**src/rtl/swp_pkg.sv**
```systemverilog
package swp_pkg;
  localparam int unsigned ADDR_W = 13;
  localparam int unsigned DATA_W = 8;

  localparam logic [ADDR_W-1:0] KEY_ADDR_A = 13'h1555;
  localparam logic [ADDR_W-1:0] KEY_ADDR_B = 13'h0AAA;
  localparam logic [DATA_W-1:0] KEY_D1     = 8'hAA;
  localparam logic [DATA_W-1:0] KEY_D2     = 8'h55;
  localparam logic [DATA_W-1:0] KEY_LOCK   = 8'hA0;
  localparam logic [DATA_W-1:0] KEY_ERASE  = 8'h80;
  localparam logic [DATA_W-1:0] KEY_OFF    = 8'h20;

  typedef enum logic [2:0] {
    ST_IDLE, ST_K1, ST_K2, ST_D3, ST_D4, ST_D5
  } step_e;

  function automatic logic key_hit(logic [ADDR_W-1:0] a, logic [DATA_W-1:0] d,
                                   logic [ADDR_W-1:0] ka, logic [DATA_W-1:0] kd);
    return (a == ka) && (d == kd);
  endfunction
endpackage

```
**src/rtl/swp_matcher.sv**
```systemverilog
module swp_matcher
  import swp_pkg::*;
(
  input  logic              clk_i,
  input  logic              rst_ni,
  input  logic              en_i,
  input  logic              wr_i,
  input  logic [ADDR_W-1:0] addr_i,
  input  logic [DATA_W-1:0] data_i,
  output logic              hit_o,
  output logic              lock_o,
  output logic              off_o
);
  step_e step_q, step_d;

  always_comb begin
    step_d = step_q;
    hit_o  = 1'b0;
    lock_o = 1'b0;
    off_o  = 1'b0;
    if (wr_i && en_i) begin
      step_d = ST_IDLE;
      unique case (step_q)
        ST_IDLE: if (key_hit(addr_i, data_i, KEY_ADDR_A, KEY_D1)) begin hit_o = 1'b1; step_d = ST_K1; end
        ST_K1:   if (key_hit(addr_i, data_i, KEY_ADDR_B, KEY_D2)) begin hit_o = 1'b1; step_d = ST_K2; end
        ST_K2: begin
          if (key_hit(addr_i, data_i, KEY_ADDR_A, KEY_LOCK)) begin
            hit_o = 1'b1; lock_o = 1'b1;
          end else if (key_hit(addr_i, data_i, KEY_ADDR_A, KEY_ERASE)) begin
            hit_o = 1'b1; step_d = ST_D3;
          end
        end
        ST_D3:   if (key_hit(addr_i, data_i, KEY_ADDR_A, KEY_D1)) begin hit_o = 1'b1; step_d = ST_D4; end
        ST_D4:   if (key_hit(addr_i, data_i, KEY_ADDR_B, KEY_D2)) begin hit_o = 1'b1; step_d = ST_D5; end
        ST_D5:   if (key_hit(addr_i, data_i, KEY_ADDR_A, KEY_OFF)) begin hit_o = 1'b1; off_o = 1'b1; end
        default: step_d = ST_IDLE;
      endcase
    end
  end

  always_ff @(posedge clk_i or negedge rst_ni)
    if (!rst_ni) step_q <= ST_IDLE;
    else         step_q <= step_d;

  // a miss always returns to idle
  assert_miss_idle_R8: assert property (@(posedge clk_i) disable iff (!rst_ni)
    (wr_i && en_i && !hit_o) |=> (step_q == ST_IDLE));
  assert_final_idle_R7: assert property (@(posedge clk_i) disable iff (!rst_ni)
    (lock_o || off_o) |=> (step_q == ST_IDLE));
endmodule

```
**src/rtl/swp_window.sv**
```systemverilog
module swp_window #(
  parameter int unsigned PAGE_BYTES = 64
) (
  input  logic clk_i,
  input  logic rst_ni,
  input  logic open_i,
  input  logic close_i,
  input  logic wr_i,
  output logic open_o,
  output logic full_o
);
  localparam int unsigned CW = $clog2(PAGE_BYTES + 1);
  localparam logic [CW-1:0] LIMIT = CW'(PAGE_BYTES);

  logic          open_q;
  logic [CW-1:0] cnt_q;

  assign open_o = open_q;
  assign full_o = (cnt_q == LIMIT);

  always_ff @(posedge clk_i or negedge rst_ni)
    if (!rst_ni) begin
      open_q <= 1'b0;
      cnt_q  <= '0;
    end else if (open_i) begin
      open_q <= 1'b1;
      cnt_q  <= '0;
    end else if (open_q && close_i) begin
      open_q <= 1'b0;
      cnt_q  <= '0;
    end else if (open_q && wr_i && !full_o) begin
      cnt_q  <= cnt_q + 1'b1;
    end

  assert_cnt_bound_R5: assert property (@(posedge clk_i) disable iff (!rst_ni)
    cnt_q <= LIMIT);
  assert_close_R6: assert property (@(posedge clk_i) disable iff (!rst_ni)
    (open_q && close_i && !open_i) |=> !open_q);
endmodule

```
**src/rtl/swp_sequencer.sv**
```systemverilog
module swp_sequencer
  import swp_pkg::*;
#(
  parameter int unsigned PAGE_BYTES = 64
) (
  input  logic              clk_i,
  input  logic              rst_ni,
  input  logic              fclr_ni,
  input  logic              wr_valid_i,
  input  logic [ADDR_W-1:0] wr_addr_i,
  input  logic [DATA_W-1:0] wr_data_i,
  input  logic              page_done_i,
  output logic              wr_permit_o,
  output logic              prot_en_o,
  output logic              cmd_taken_o
);
  logic hit, lock_fire, off_fire, win_open, win_full, prot_q;

  swp_matcher i_matcher (
    .clk_i  (clk_i),
    .rst_ni (rst_ni),
    .en_i   (!win_open),
    .wr_i   (wr_valid_i),
    .addr_i (wr_addr_i),
    .data_i (wr_data_i),
    .hit_o  (hit),
    .lock_o (lock_fire),
    .off_o  (off_fire)
  );

  swp_window #(.PAGE_BYTES(PAGE_BYTES)) i_window (
    .clk_i   (clk_i),
    .rst_ni  (rst_ni),
    .open_i  (lock_fire),
    .close_i (page_done_i),
    .wr_i    (wr_valid_i),
    .open_o  (win_open),
    .full_o  (win_full)
  );

  // protection state survives soft reset; only factory clear resets it
  always_ff @(posedge clk_i or negedge fclr_ni)
    if (!fclr_ni)       prot_q <= 1'b0;
    else if (lock_fire) prot_q <= 1'b1;
    else if (off_fire)  prot_q <= 1'b0;

  assign prot_en_o   = prot_q;
  assign cmd_taken_o = wr_valid_i && !win_open && hit;
  assign wr_permit_o = wr_valid_i && (win_open ? !win_full : (!hit && !prot_q));

  assert_cmd_blocked_R3: assert property (@(posedge clk_i) disable iff (!rst_ni || !fclr_ni)
    !(cmd_taken_o && wr_permit_o));
  assert_lock_sets_R4: assert property (@(posedge clk_i) disable iff (!rst_ni || !fclr_ni)
    lock_fire |=> (prot_en_o && win_open));
  assert_off_clears_R7: assert property (@(posedge clk_i) disable iff (!rst_ni || !fclr_ni)
    off_fire |=> !prot_en_o);
  assert_prot_hold_R1: assert property (@(posedge clk_i) disable iff (!rst_ni || !fclr_ni)
    !cmd_taken_o |=> $stable(prot_en_o));
  assert_locked_block_R9: assert property (@(posedge clk_i) disable iff (!rst_ni || !fclr_ni)
    (prot_en_o && !win_open && !cmd_taken_o) |-> !wr_permit_o);
endmodule

```
**config.mk**
```make
export PLATFORM = sky130hd
export DESIGN_NAME = swp_sequencer
export DESIGN_NICKNAME = d
export VERILOG_FILES = /design/src/rtl/swp_pkg.sv /design/src/rtl/swp_matcher.sv /design/src/rtl/swp_window.sv /design/src/rtl/swp_sequencer.sv
export SDC_FILE = /design/constraint.sdc
export NUM_CORES = 1
export LEC_CHECK = 0
export CORE_ASPECT_RATIO = 0.9
export CORE_MARGIN = 3
export CORE_UTILIZATION = 44
export DETAILED_ROUTE_END_ITERATION = 10
export GPL_ROUTABILITY_DRIVEN = 0
export GPL_TIMING_DRIVEN = 0
export PLACE_DENSITY = 0.77
export RECOVER_POWER = 50
export SYNTH_ARGS = -nofsm -noshare
export SYNTH_HDL_FRONTEND = slang
export SYNTH_SLANG_ARGS = --single-unit
```
**constraint.sdc**
```tcl
create_clock -name clk_i -period 1.83 [get_ports clk_i]
set_input_delay 0.183 -clock clk_i [delete_from_list [all_inputs] [get_ports clk_i]]
set_output_delay 0.183 -clock clk_i [all_outputs]
set_load 0.005 [all_outputs]
```
==> out/qor.csv <==
metric,value,unit
yosysWarnings,0,
slew_viol_final,0,
hold_viol_final,0,
max_slew.worst_pin.slew,0.513,ns
path_class,in2out,
power.leakage,0.000667,uW
grt_overflow,0,
crit_chain,clkdlybuf4s50_1 -> nor4bb_1 -> nand4_1 -> nor3_1 -> a221oi_2 -> a21o_1 -> buf_2,
area_growth,62.4,%
end_kind,primary output,
grt_util_all_layers,0.228,
insertion_delay,0.29,ns
ir_drop,0.000459,V
clock-skew-final,0.0123,ns
ys_seq_area_frac,0.351,
cts.reportedPaths.clkPinSlew,0.09,ns
max_freq,0.500,GHz
synthCells,98,
clkSinkCount,12,
drt_iter0_drc,23,
setup-tns-final,-0.285,ns
root_buffer,clkbuf_4,
power.density,469,nW/um^2
first_pass_iters,4,
dp_hpwl,1.84,mm
slowest_stage,clkdlybuf4s50_1,
status,finished with violations,
antenna_cells,0,
cts-buffers-inserted,3,
min_period,2.00,ns
die-area,2510,sq um
synth_compound_area_frac,0.114,
pin_count,29,
rsz0062_at_grt,true,
hold_class,in2async,
synthMuxAreaShare,0,
drc_errors,0,
syn_area,856,sq um
avgSynthCellArea,8.73,sq um
cp-start-kind,input pin,
finalPower,652,uW
cts_tree,done,
grt_pass1_wl,4.06,mm
grt_max_degree,12,
slowest_delay,0.50,ns
fin_ws,-0.168,ns
die_h,47.8,um
viasPerCell,5.72,
fillers,104,
cp_num_buf_inv,2,
violations,setup timing,
initial_core_util,0.489,
setup_viol,2,
yosys_register_bits,12,
final_cell_mix,"13 x nor2_1, 12 x clkdlybuf4s50_1, 12 x buf_4",
fp.dieW,52.5,um
yosys.area_share.xor_xnor,0.0819,
yosys.cell_types.count,39,
slew_headroom,0.657,
ys_async_sr_fraction,1.00,
post_drt_wl_per_cell,16.5,um
synth-main-ff-cell,dfrtp_1,
path_max_fanout,2,
drive_above_1_share,0.262,
max-cap-violations,0,
core.rowCount,14,
core,1750,sq um
num_vias,944,
wirelength,2.72,mm
path_delay_family,simple AND/OR/NAND/NOR gates,
nNetsFinal,170,
synth_fa_ha_area_frac,0.0292,
cts.htree.levels,1,
synth_top_family_by_area,simple AND/OR/NAND/NOR gates,
port_buffers,28,
grt_antenna_before_repair,0,
final_common_cell,nor2_1,
hold_buffers,0,
cp.required,1.65,ns
ctsLongestPathBuffers,2,
synth-simple-area-share,0.393,
synth_edf_count,0,
worstPathArrival,1.82,ns
grt_pass1_vias,895,
ant_nets,0,
period_share,1.09,
postSynthNetCount,126,
metrics by stage:
| stage | utilization | setup slack (ns) | hold slack, ns | instances | area, sq um |
|---|---|---|---|---|---|
| 5_1_grt | 0.794 | -0.246 | 0.0996 | 165 | 1390 |
| 3_3_place_gp | 0.666 | -0.717 | 0.333 | 150 | 1170 |
| 6_report | 0.794 | -0.168 | 0.0976 | 165 | 1390 |
| 4_1_cts | 0.749 | -0.159 | 0.0420 | 164 | 1310 |
| 2_1_floorplan | - | 0.175 | -0.113 | 98 | 856 |
| 3_5_place_dp | 0.666 | -0.716 | 0.341 | 150 | 1170 |
final timing paths:
check / start / to / slack (ns) / cells past startpoint
worst min-delay path: fclr_ni / prot_en_o$_DFFE_PN0P_ / 0.1 / 1
worst max register to register: i_matcher.step_q[0]$_DFFE_PN0P_ / i_window.cnt_q[6]$_DFFE_PN0P_ / 0.24 / 5
worst min register to register: prot_en_o$_DFFE_PN0P_ / prot_en_o$_DFFE_PN0P_ / 0.57 / 2
worst max-delay path: wr_addr_i[7] / wr_permit_o / -0.17 / 7
min in group clk_i: wr_addr_i[10] / i_matcher.step_q[0]$_DFFE_PN0P_ / 0.46 / 6
max in group asynchronous: rst_ni / i_matcher.step_q[2]$_DFFE_PN0P_ / 1.15 / 1
worst register-to-register path, cell delays in order, from the launching register on:
cell     delay (ns)
dfrtp_2        0.47
nor3b_4        0.23
nand3_2        0.16
buf_4          0.19
o21ai_2        0.28
nor2_1         0.12
layout make-up:
class / count / area, sq um / share of cell area
Inverter: 5 / 18.8 / 0.0135
Timing Repair Buffer: 41 / 387 / 0.278
Clock buffer: 4 / 36.3 / 0.0261
Multi-Input combinational cell: 79 / 616 / 0.443
Tap cell: 24 / 30.0 / 0.0216
Sequential cell: 12 / 303 / 0.218
where the power goes:
group | leakage [uW] | switching [uW] | total (uW) | internal, uW
Clock | 0.0000210 | 98.7 | 220 | 121
Sequential | 0.000160 | 10.5 | 285 | 274
Combinational | 0.000485 | 62.1 | 148 | 85.5
synthesized netlist by cell type, types with 3 or more instances:
cell	count	area [sq um]
nand2_1	11	41.3
xor2_1	3	26.3
nor2_1	13	48.8
o21ai_0	3	15.0
nand3_1	3	15.0
xnor2_1	5	43.8
inv_1	5	18.8
and3_1	5	31.3
dfrtp_1	12	300
nand4_1	3	18.8
cells by family after synthesis:
logic type / after synthesis
buf+inv: 7
simple gates: 54
compound gates: 15
flops: 12
xor+xnor: 8
fa+ha+maj: 2
state kept, by name, summed over array words and instances (netlist names):
register,count
i_window.open_o,1
prot_en_o,1
i_window.cnt_q,7
i_matcher.step_q,3
routing by layer:
layer  track usage  share of wire
met3        0.0623          0.068
met5             0              0
met2         0.391           0.52
met4        0.0459          0.018
met1         0.291           0.39
timing repair:
item                       4_1_cts  5_1_grt
setup endpoints to repair        9       10
cloned                           0        0
pin swaps                        8       10
buffers inserted                12        2
gates resized for setup         22       15
(Power assumes the default switching activity.)
